$ cat src/rtl/bt_pkg.sv
package bt_pkg;

    typedef enum logic [2:0] {
        ST_IDLE,
        ST_DATA,
        ST_HALT,
        ST_RELEASE,
        ST_IGNORE
    } tgt_state_e;

    localparam logic [3:0] CMD_MEM_RD = 4'b0110;
    localparam logic [3:0] CMD_MEM_WR = 4'b0111;
    localparam logic [3:0] CMD_CFG_RD = 4'b1010;
    localparam logic [3:0] CMD_CFG_WR = 4'b1011;

    localparam int BUS_W   = 32;
    localparam int LANES   = 4;

endpackage

$ cat src/rtl/bt_decode.sv
module bt_decode
    import bt_pkg::*;
#(
    parameter logic [31:0] BASE_ADDR = 32'h8000_0000,
    parameter int          WIN_BITS  = 12
) (
    input  logic [BUS_W-1:0] addr,
    input  logic [LANES-1:0] cmd,
    input  logic             cfg_sel,
    output logic             claim,
    output logic             claim_read
);
    localparam int TAG_W = BUS_W - WIN_BITS;

    logic [TAG_W-1:0] tag_addr;
    logic [TAG_W-1:0] tag_base;
    logic             mem_hit;
    logic             cfg_hit;

    assign tag_addr = addr[BUS_W-1:WIN_BITS];
    assign tag_base = BASE_ADDR[BUS_W-1:WIN_BITS];
    assign mem_hit  = (tag_addr == tag_base);
    assign cfg_hit  = cfg_sel && (addr[1:0] == 2'b00);

    always_comb begin
        claim      = 1'b0;
        claim_read = 1'b0;
        unique case (cmd)
            CMD_MEM_RD: begin claim = mem_hit; claim_read = 1'b1; end
            CMD_MEM_WR: begin claim = mem_hit; claim_read = 1'b0; end
            CMD_CFG_RD: begin claim = cfg_hit; claim_read = 1'b1; end
            CMD_CFG_WR: begin claim = cfg_hit; claim_read = 1'b0; end
            default:    begin claim = 1'b0;    claim_read = 1'b0; end
        endcase
    end

endmodule

$ cat src/rtl/bt_regfile.sv
module bt_regfile
    import bt_pkg::*;
#(
    parameter int REG_IDX_W = 3
) (
    input  logic                 clk,
    input  logic                 rst_n,
    input  logic                 wr_en,
    input  logic [REG_IDX_W-1:0] idx,
    input  logic [BUS_W-1:0]     wr_data,
    input  logic [LANES-1:0]     wr_lane,
    output logic [BUS_W-1:0]     rd_data
);
    localparam int DEPTH = 1 << REG_IDX_W;

    logic [BUS_W-1:0] regs_q [DEPTH];
    logic [BUS_W-1:0] regs_d [DEPTH];
    logic [BUS_W-1:0] merged;

    for (genvar b = 0; b < LANES; b++) begin : g_lane
        assign merged[8*b +: 8] = wr_lane[b] ? wr_data[8*b +: 8] : regs_q[idx][8*b +: 8];
    end

    always_comb begin
        regs_d = regs_q;
        if (wr_en) begin
            regs_d[idx] = merged;
        end
    end

    always_ff @(posedge clk or negedge rst_n) begin
        if (!rst_n) begin
            for (int i = 0; i < DEPTH; i++) begin
                regs_q[i] <= '0;
            end
        end else begin
            regs_q <= regs_d;
        end
    end

    assign rd_data = regs_q[idx];


    lane_keep_chk: assert property (@(posedge clk) disable iff (!rst_n)
        (wr_en && !wr_lane[0]) |=> (regs_q[$past(idx)][7:0] == $past(rd_data[7:0])));

endmodule

$ cat src/rtl/bt_seq.sv
module bt_seq
    import bt_pkg::*;
#(
    parameter int REG_IDX_W   = 3,
    parameter int WAIT_STATES = 2,
    parameter int BURST_LIMIT = 4
) (
    input  logic                 clk,
    input  logic                 rst_n,
    input  logic                 frame_n,
    input  logic                 irdy_n,
    input  logic                 claim,
    input  logic                 claim_read,
    input  logic [REG_IDX_W-1:0] start_idx,
    output logic                 devsel_n,
    output logic                 trdy_n,
    output logic                 stop_n,
    output logic                 ctl_oe,
    output logic                 ad_oe,
    output logic                 xfer,
    output logic                 wr_en,
    output logic [REG_IDX_W-1:0] idx
);
    localparam int WAIT_W = (WAIT_STATES > 0) ? $clog2(WAIT_STATES + 1) : 1;
    localparam int CNT_W  = $clog2(BURST_LIMIT + 1);

    typedef struct packed {
        tgt_state_e           st;
        logic                 devsel_n;
        logic                 trdy_n;
        logic                 stop_n;
        logic                 ctl_oe;
        logic                 ad_oe;
        logic                 rd;
        logic [REG_IDX_W-1:0] idx;
        logic [WAIT_W-1:0]    wait_cnt;
        logic [CNT_W-1:0]     words;
    } seq_t;

    seq_t q, d;

    assign xfer = (q.st == ST_DATA) && !irdy_n && !q.trdy_n;

    always_comb begin
        d = q;
        unique case (q.st)
            ST_IDLE: begin
                if (!frame_n) begin
                    if (claim) begin
                        d.st       = ST_DATA;
                        d.devsel_n = 1'b0;
                        d.ctl_oe   = 1'b1;
                        d.ad_oe    = claim_read;
                        d.rd       = claim_read;
                        d.idx      = start_idx;
                        d.wait_cnt = WAIT_W'(WAIT_STATES);
                        d.words    = '0;
                        d.trdy_n   = (WAIT_STATES != 0);
                        d.stop_n   = 1'b1;
                    end else begin
                        d.st = ST_IGNORE;
                    end
                end
            end
            ST_DATA: begin
                if (xfer) begin
                    d.idx   = q.idx + 1'b1;
                    d.words = q.words + 1'b1;
                    if (frame_n) begin
                        d.st       = ST_RELEASE;
                        d.devsel_n = 1'b1;
                        d.trdy_n   = 1'b1;
                        d.stop_n   = 1'b1;
                        d.ad_oe    = 1'b0;
                    end else if (q.words == CNT_W'(BURST_LIMIT - 1)) begin
                        d.st     = ST_HALT;
                        d.trdy_n = 1'b1;
                        d.stop_n = 1'b0;
                    end
                end else if (q.wait_cnt != '0) begin
                    d.wait_cnt = q.wait_cnt - 1'b1;
                    if (q.wait_cnt == WAIT_W'(1)) begin
                        d.trdy_n = 1'b0;
                    end
                end
            end
            ST_HALT: begin
                if (frame_n) begin
                    d.st       = ST_RELEASE;
                    d.devsel_n = 1'b1;
                    d.trdy_n   = 1'b1;
                    d.stop_n   = 1'b1;
                    d.ad_oe    = 1'b0;
                end
            end
            ST_RELEASE: begin
                d.ctl_oe = 1'b0;
                d.st     = ST_IDLE;
            end
            ST_IGNORE: begin
                if (frame_n && irdy_n) begin
                    d.st = ST_IDLE;
                end
            end
            default: begin
                d.st = ST_IDLE;
            end
        endcase
    end

    always_ff @(posedge clk or negedge rst_n) begin
        if (!rst_n) begin
            q <= '{st: ST_IDLE, devsel_n: 1'b1, trdy_n: 1'b1, stop_n: 1'b1,
                   ctl_oe: 1'b0, ad_oe: 1'b0, rd: 1'b0, idx: '0,
                   wait_cnt: '0, words: '0};
        end else begin
            q <= d;
        end
    end

    assign devsel_n = q.devsel_n;
    assign trdy_n   = q.trdy_n;
    assign stop_n   = q.stop_n;
    assign ctl_oe   = q.ctl_oe;
    assign ad_oe    = q.ad_oe;
    assign wr_en    = xfer && !q.rd;
    assign idx      = q.idx;


    release_handoff_chk: assert property (@(posedge clk) disable iff (!rst_n)
        $fell(q.ctl_oe) |-> ($past(q.devsel_n) && $past(q.trdy_n) && $past(q.stop_n)));


    trdy_needs_devsel_chk: assert property (@(posedge clk) disable iff (!rst_n)
        !q.trdy_n |-> !q.devsel_n);


    trdy_stop_excl_chk: assert property (@(posedge clk) disable iff (!rst_n)
        !q.stop_n |-> q.trdy_n);


    ignore_quiet_chk: assert property (@(posedge clk) disable iff (!rst_n)
        (q.st == ST_IGNORE) |-> (!q.ctl_oe && q.devsel_n && !wr_en));


    halt_holds_chk: assert property (@(posedge clk) disable iff (!rst_n)
        (q.st == ST_HALT && !frame_n) |=> (q.st == ST_HALT && !q.stop_n && q.trdy_n));

endmodule

$ cat src/rtl/bus_target.sv
module bus_target
    import bt_pkg::*;
#(
    parameter logic [31:0] BASE_ADDR   = 32'h8000_0000,
    parameter int          WIN_BITS    = 12,
    parameter int          REG_IDX_W   = 3,
    parameter int          WAIT_STATES = 2,
    parameter int          BURST_LIMIT = 4
) (
    input  logic        clk,
    input  logic        rst_n,
    input  logic        frame_n,
    input  logic        irdy_n,
    input  logic        idsel,
    input  logic [31:0] ad_in,
    input  logic [3:0]  cbe_n,
    output logic [31:0] ad_out,
    output logic        ad_oe,
    output logic        devsel_n,
    output logic        trdy_n,
    output logic        stop_n,
    output logic        ctl_oe
);
    logic                 claim;
    logic                 claim_read;
    logic                 xfer;
    logic                 wr_en;
    logic [REG_IDX_W-1:0] idx;
    logic [BUS_W-1:0]     rd_data;

    bt_decode #(
        .BASE_ADDR (BASE_ADDR),
        .WIN_BITS  (WIN_BITS)
    ) u_decode (
        .addr       (ad_in),
        .cmd        (cbe_n),
        .cfg_sel    (idsel),
        .claim      (claim),
        .claim_read (claim_read)
    );

    bt_seq #(
        .REG_IDX_W   (REG_IDX_W),
        .WAIT_STATES (WAIT_STATES),
        .BURST_LIMIT (BURST_LIMIT)
    ) u_seq (
        .clk        (clk),
        .rst_n      (rst_n),
        .frame_n    (frame_n),
        .irdy_n     (irdy_n),
        .claim      (claim),
        .claim_read (claim_read),
        .start_idx  (ad_in[2 +: REG_IDX_W]),
        .devsel_n   (devsel_n),
        .trdy_n     (trdy_n),
        .stop_n     (stop_n),
        .ctl_oe     (ctl_oe),
        .ad_oe      (ad_oe),
        .xfer       (xfer),
        .wr_en      (wr_en),
        .idx        (idx)
    );

    bt_regfile #(
        .REG_IDX_W (REG_IDX_W)
    ) u_regs (
        .clk     (clk),
        .rst_n   (rst_n),
        .wr_en   (wr_en),
        .idx     (idx),
        .wr_data (ad_in),
        .wr_lane (~cbe_n),
        .rd_data (rd_data)
    );

    assign ad_out = ad_oe ? rd_data : '0;


    read_hold_chk: assert property (@(posedge clk) disable iff (!rst_n)
        (ad_oe && $past(ad_oe) && !$past(xfer)) |-> $stable(ad_out));

endmodule

$ cat config.mk
export PLATFORM = sky130hd
export DESIGN_NAME = bus_target
export DESIGN_NICKNAME = d
export VERILOG_FILES = /design/src/rtl/bt_pkg.sv /design/src/rtl/bt_decode.sv /design/src/rtl/bt_regfile.sv /design/src/rtl/bt_seq.sv /design/src/rtl/bus_target.sv
export SDC_FILE = /design/constraint.sdc
export NUM_CORES = 1
export LEC_CHECK = 0
export BUFFER_PORTS_ARGS = -buffer_cell sky130_fd_sc_hd__buf_4
export CAP_MARGIN = 10
export CORE_ASPECT_RATIO = 2
export CORE_MARGIN = 4
export CORE_UTILIZATION = 53
export CTS_CLUSTER_DIAMETER = 150
export DETAILED_ROUTE_END_ITERATION = 7
export PLACE_DENSITY_LB_ADDON = 0.3
export SLEW_MARGIN = 20
export SYNTH_ARGS = -nofsm -noshare
export SYNTH_HDL_FRONTEND = slang
export SYNTH_SLANG_ARGS = --single-unit
$ cat constraint.sdc
create_clock -name clk -period 2.7 [get_ports clk]
set_input_delay 0.675 -clock clk [delete_from_list [all_inputs] [get_ports clk]]
set_output_delay 0.675 -clock clk [all_outputs]
set_load 0.005 [all_outputs]
# Yosys cells after proc, flatten, opt, wreduce, memory -nomap -nowiden
# Cells that the tools add are included.
word_totals:
  ff_bits: 273
  out_inout_bits: 37
  input_bits: 41
  word_cells: 115
op_classes:
  bitwise: 3
  eq_ne: 23
  n_mux: 39
  magnitude_cmp: 2
  add_sub_neg: 3
  n_reduce_logical: 27
ops:
  columns: ["operator", "n"]
  rows:
  - ["$bwmux W256", 1]
  - ["$mux W32", 4]
  - ["$bmux W32 S3", 1]
  - ["$demux W32 S3", 1]
  - ["$mux W8", 4]
  - ["$eq A20 B20 Y1 const B", 1]
  - ["$mux W3", 6]
  - ["$mux W17", 1]
  - ["$pmux W8 S2", 1]
  - ["$mux W14", 1]
  - ["$ne A2 B2 Y1 const B", 6]
  - ["$pmux W3 S4", 1]
  - ["$reduce_and A6 Y1", 2]
  - ["$reduce_and A5 Y1", 2]
  - ["$eq A3 B2 Y1 const B", 3]
  - ["$pmux W3 S3", 1]
  - ["$eq A4 B3 Y1 const B", 2]
  - ["$eq A4 B4 Y1 const B", 2]
  - ["$mux W1", 8]
  - ["$mux W2", 4]
  - ["$reduce_and A4 Y1", 2]
  - ["$reduce_and A7 Y1", 1]
  - ["$add A3 B1 Y3 const B", 2]
  - ["$logic_and A1 B1 Y1", 6]
  - ["other kinds (24)", 34]

# Longest topological paths before layout
logic_depth:
  depth_word: 6
  mapped_depth: 8
  ltp_nobuf: 7

# Modules after synthesis
# Synthesis repeated with hierarchy kept, for this count alone.
hier_totals:
  hier_cells: 1445
  area_unflattened_um2: 13997.2
modules_own_cells:
  columns: ["module", "cells_per_inst", "instances", "seq_area_each_um2", "area_per_inst_um2"]
  rows:
  - ["bt_regfile", 1285, 1, 6406.1, 12615.8]
  - ["bt_seq", 109, 1, 429.2, 1014.7]
  - ["bus_target", 39, 1, 0.0, 270.3]
  - ["bt_decode", 12, 1, 0.0, 96.3]

# Worst setup path after synthesis
# Ideal clock, no wire load.
synth_timing:
  path_type: "register to output"
  start: "register u_seq.q, in the netlist u_seq.idx[1]"
  end: "output port ad_out[6]"
  path_buffers: 2
  required_time_ps: 2025
  slack_ps: 411
  path_stages_with_launch: 7
  arrival_time_ps: 1614
  cell_sequence: "dfrtp_1 buf_4 buf_4 mux2_1 a221oi_1 o22ai_1 and2_1"
synth_between:
  elab_chain_cells: 5
synth_lines:
  columns: ["element", "line_no", "rtl"]
  rows:
  - ["start: declaration", "bt_seq.sv:40", "seq_t q, d;"]
  - ["start signal: assignment", "bt_seq.sv:113", "q <= '{st: ST_IDLE, devsel_n: 1'b1, trdy_n: 1'b1, stop_n: 1'b1,"]
  - ["$not A3 Y4 (implied by the code)", "bt_regfile.sv:41", "assign rd_data = regs_q[idx];"]
  - ["$bmux W32 S3", "bt_regfile.sv:41", null]
  - ["$mux W32 (2 in a row)", null, null]
  - ["$mux W32", "bus_target.sv:76", "assign ad_out = ad_oe ? rd_data : '0;"]
  - ["end: declaration", "bus_target.sv:17", "output logic [31:0] ad_out,"]
# Every way passes these cells. The select of a mux whose other input is x is not followed.

# Final worst setup path
layout_timing:
  start: "register u_seq.q, in the netlist u_seq.idx[1]"
  end: "output port ad_out[22]"
# The elaborated chain is that of the path after synthesis.

==> impl_summary.md <==
Logic synthesis
Of all flip-flops after synthesis, the portion carrying an async set or reset was 1.00. Of the synthesized area, sequential elements account for 0.533. The area of the mapped netlist is 12800 um2. The Yosys step of the flow raised 0 warnings. The synthesized netlist net count is 1260. The number of synthesized register bits is 273. The flip-flop cell with the highest count after synthesis is sky130_fd_sc_hd__dfrtp_1. The number of distinct library cells after synthesis is 65. In this run, synthesis inferred 0 flip-flops with an integrated enable. In the synthesized netlist, the number of instances is 1214. The post-synthesis average cell area is 10.6 um2.

Timing
The number of hold violations in the final report is 0. Based on the critical path, the design can be clocked at up to 334 MHz. Summed over all failing endpoints, the final setup total negative slack is -5730 ps. Dividing the final minimum period by the clock period gives 1.11.

The final worst clock skew is 17.0 ps. The final count of negative-setup-slack endpoints is 35. Setup repair after global routing could not meet its margin everywhere. The transition time at the pin with the least slew margin is 764 ps. Subtracting the final worst setup slack from the clock period gives 2990 ps. The least setup slack across all paths after layout is -295 ps.

The number of max-slew violations in the final report came to 0. The worst slew margin relative to its limit is 0.486.

Setup path
In this run the worst path has a maximum fanout of 5. Across all register-to-register paths, the minimum setup slack is -20 ps. The cell with the largest stage delay on the worst path is sky130_fd_sc_hd__dfrtp_2. The worst setup path is captured at an output pin. The worst setup path is launched from a register. STA puts the critical path data arrival time at 2320 ps. The worst setup path is of the reg -> out kind. The stage delay of the slowest cell on the critical path is 470 ps. Traced cell by cell, the critical path runs through buf_4, clkbuf_16, and2_4, a221oi_2, nor2_1, nor2_1, nor2_1, buf_4.

The cell type with the highest occurrence count on the critical path is sky130_fd_sc_hd__nor2_1. For the worst setup path, the data required time is 2030 ps.

Power and ir drop
The portion of total power attributed to the clock network is 0.325. The share of total power in combinational logic is 0.251. The design internal power is 7.48 mW.

The worst vdd rail ir drop is 599 uV. Of the total power, registers draw 0.423. The switching share of power is 0.292.

Summed over all nets, the switching power comes to 3.08 mW. For this design the static power due to leakage is 7.47 nW. The power density over the cells is 645 nW/um2.

Route
The sum of met2 wire segment lengths after detailed routing is 20400 um. The number of vias per cell is 6.29. For this run, design rule violations remaining after detail routing come to 0. The first detailed-routing pass ran for 5 iterations. Summed over all layers, the routed wires come to 39400 um.

Once detail routing completed, the nets flagged for antenna violations numbered 0. In the final routing, the length of wire on met1 measures 14300 um. For this block, the via count after detailed routing is 10634. Detailed routing placed a total of 2500 um of wire on met3. The detailed router used layers up to and including met4.

The number of violations reported at the end of detailed-routing iteration 0 is 1074. The average wire per cell in the routed design is 23.3 um.

Floorplan
The I/O pin total is 78. Row generation in the floorplan step produced 80 rows. The core region area is 23800 um2. The starting density of the core is 0.538. The die width is 118 um. The die span in y is 228 um. The die covers 26900 um2.

Layout
The fraction of layout cells with a size suffix above 1 is 0.359. From synthesis to final layout, the design area changed by 27.8%. The number of diodes added for antenna fixing is 0.

The cell area after layout is 16400 um2. In the layout the commonest cells are sky130_fd_sc_hd__dfrtp_1, sky130_fd_sc_hd__nand2_1, sky130_fd_sc_hd__o21ai_0. For this run, the post-layout net count is 1432. The most frequent standard cell in the layout excluding fill and tap cells is sky130_fd_sc_hd__dfrtp_1.

Job
The number of maximum-capacitance violations is 0.

Run status
The final reports fail on setup timing. The flow ran to the end, but the final reports show violations.

Clock tree
The tree is rooted in a sky130_fd_sc_hd__clkbuf_16. The clock net in this run drives a total of 273 sinks. After clock tree synthesis, the clock-pin slew on the worst setup and hold paths is 70 ps. The clock insertion delay at the later pin of the skew report is 540 ps.

TritonCTS built the clock tree. Counting along the longest clock path gives a buffer depth of 3. CTS built an H-tree with a depth of 1. The clock buffer count from CTS is 24.

Global routing
In the global route stage, overall resource usage came out at 0.282. The number of global-route vias before repair is 10713. The number of antenna violations at the first check in global routing is 0. The total overflow left after global routing is 0. The first-pass GRT wire length is 59800 um.

Entering global routing, the biggest net connects 88 pins.

Placement
Input and output buffers added on the ports amount to 77. The cell area after placement is 14100 um2. At the placement stage, the worst setup path has a slack of -28.2 ps. Routability-driven placement finished with a final weighted congestion of 0.867. The half-perimeter wire length of the detailed placement result is 24200 um.

Hold path
The class of the tightest hold or removal check is reg -> reg.
[Yosys cell counts (15+ instances only)]
| cell | count | share of area |
|---|---|---|
| sky130_fd_sc_hd__dfrtp_1 | 270 | 0.53 |
| sky130_fd_sc_hd__nand2_1 | 230 | 0.067 |
| sky130_fd_sc_hd__o21ai_0 | 196 | 0.077 |
| sky130_fd_sc_hd__mux2_2 | 78 | 0.069 |
| sky130_fd_sc_hd__nor2_1 | 58 | 0.017 |
| sky130_fd_sc_hd__clkbuf_1 | 53 | 0.016 |
| sky130_fd_sc_hd__mux2i_1 | 39 | 0.030 |
| sky130_fd_sc_hd__a221oi_1 | 29 | 0.020 |
| sky130_fd_sc_hd__mux4_2 | 24 | 0.042 |
| sky130_fd_sc_hd__buf_2 | 21 | 0.0082 |
| sky130_fd_sc_hd__o22ai_1 | 16 | 0.0078 |
| sky130_fd_sc_hd__a21oi_1 | 15 | 0.0059 |
| sky130_fd_sc_hd__o21ai_1 | 15 | 0.0059 |
[what timing repair did]
item	CTS	global route
gates cloned	6	1
setup endpoints to repair	32	40
hold buffers	1	0
hold endpoints to repair	27	0
resized for setup	103	64
pin swaps	42	49
buffers inserted	50	26
[state kept, by name, summed over array words and instances (netlist names)]
| signal | cells |
|---|---|
| u_seq.trdy_n | 1 |
| u_seq.ctl_oe | 1 |
| u_regs.regs_q | 256 |
| u_seq.devsel_n | 1 |
| u_seq.q | 9 |
| u_seq.ad_oe | 1 |
| u_seq.idx | 3 |
| u_seq.stop_n | 1 |
[power by group through the flow]
stage / clock [mW] / combinational, mW / sequential (mW)
after floorplan: 0 / 0.961 / 4.49
after global routing: 3.64 / 2.78 / 4.49
after CTS: 3.47 / 2.29 / 4.46
after detailed placement: 0 / 1.81 / 4.52
final: 3.43 / 2.65 / 4.47
after global placement: 0 / 1.80 / 4.50
[layer usage]
| layer | vias up | track usage |
|---|---|---|
| met5 | - | 0 |
| met4 | 0 | 0.145 |
| met3 | 127 | 0.0305 |
| met2 | 546 | 0.498 |
| met1 | 5270 | 0.340 |
| li1 | 4691 | - |
[worst max-delay path: cells and delay by family (launching register included)]
kind	cells	cell delay, ps
simple gates	4	520
flops	1	470
compound gates	1	320
buf+inv	3	480
[kinds of logic (layout without fill, tap and decap cells)]
| group | after synthesis | after routing | share of synthesized area |
|---|---|---|---|
| AOI/OAI and AO/OA | 336 | 336 | 0.159 |
| xor gates and xnor gates | 1 | 1 | 0.000683 |
| adders and majority gates | 5 | 5 | 0.00488 |
| buffers and inverters | 101 | 289 | 0.0363 |
| DFF | 273 | 273 | 0.533 |
| muxes | 143 | 143 | 0.143 |
| and+or+nand+nor | 355 | 356 | 0.122 |
[stage by stage]
stage / util / hold WS (ps) / instances / power [mW]
6_report: 0.688 / 476 / 1690 / 10.6
5_1_grt: 0.688 / 494 / 1690 / 10.9
4_1_cts: 0.667 / 470 / 1665 / 10.2
3_5_place_dp: 0.591 / 464 / 1566 / 6.32
3_3_place_gp: 0.591 / 456 / 1566 / 6.30
2_1_floorplan: - / 379 / 1214 / 5.45
[path summary, 6_finish.rpt]
check,start,end,cells past startpoint
max,u_seq.idx[1],ad_out[22],8
min,u_regs.regs_q[47],u_regs.regs_q[47],2
max reg2reg,u_seq.idx[1],u_regs.regs_q[22],13
min reg2reg,u_regs.regs_q[47],u_regs.regs_q[47],2
max in group asynchronous,rst_n,u_regs.regs_q[207],3
min in group asynchronous,rst_n,u_regs.regs_q[184],2
[cell type report]
class	instances	area, um2
fill	1683	7440
clock inverter	4	45.0
timing repair buffer	231	2180
inverter	15	67.6
tap	287	359
multi-input combinational	841	6160
clock buffer	39	728
sequential	273	6840
(Power assumes the default switching activity.)
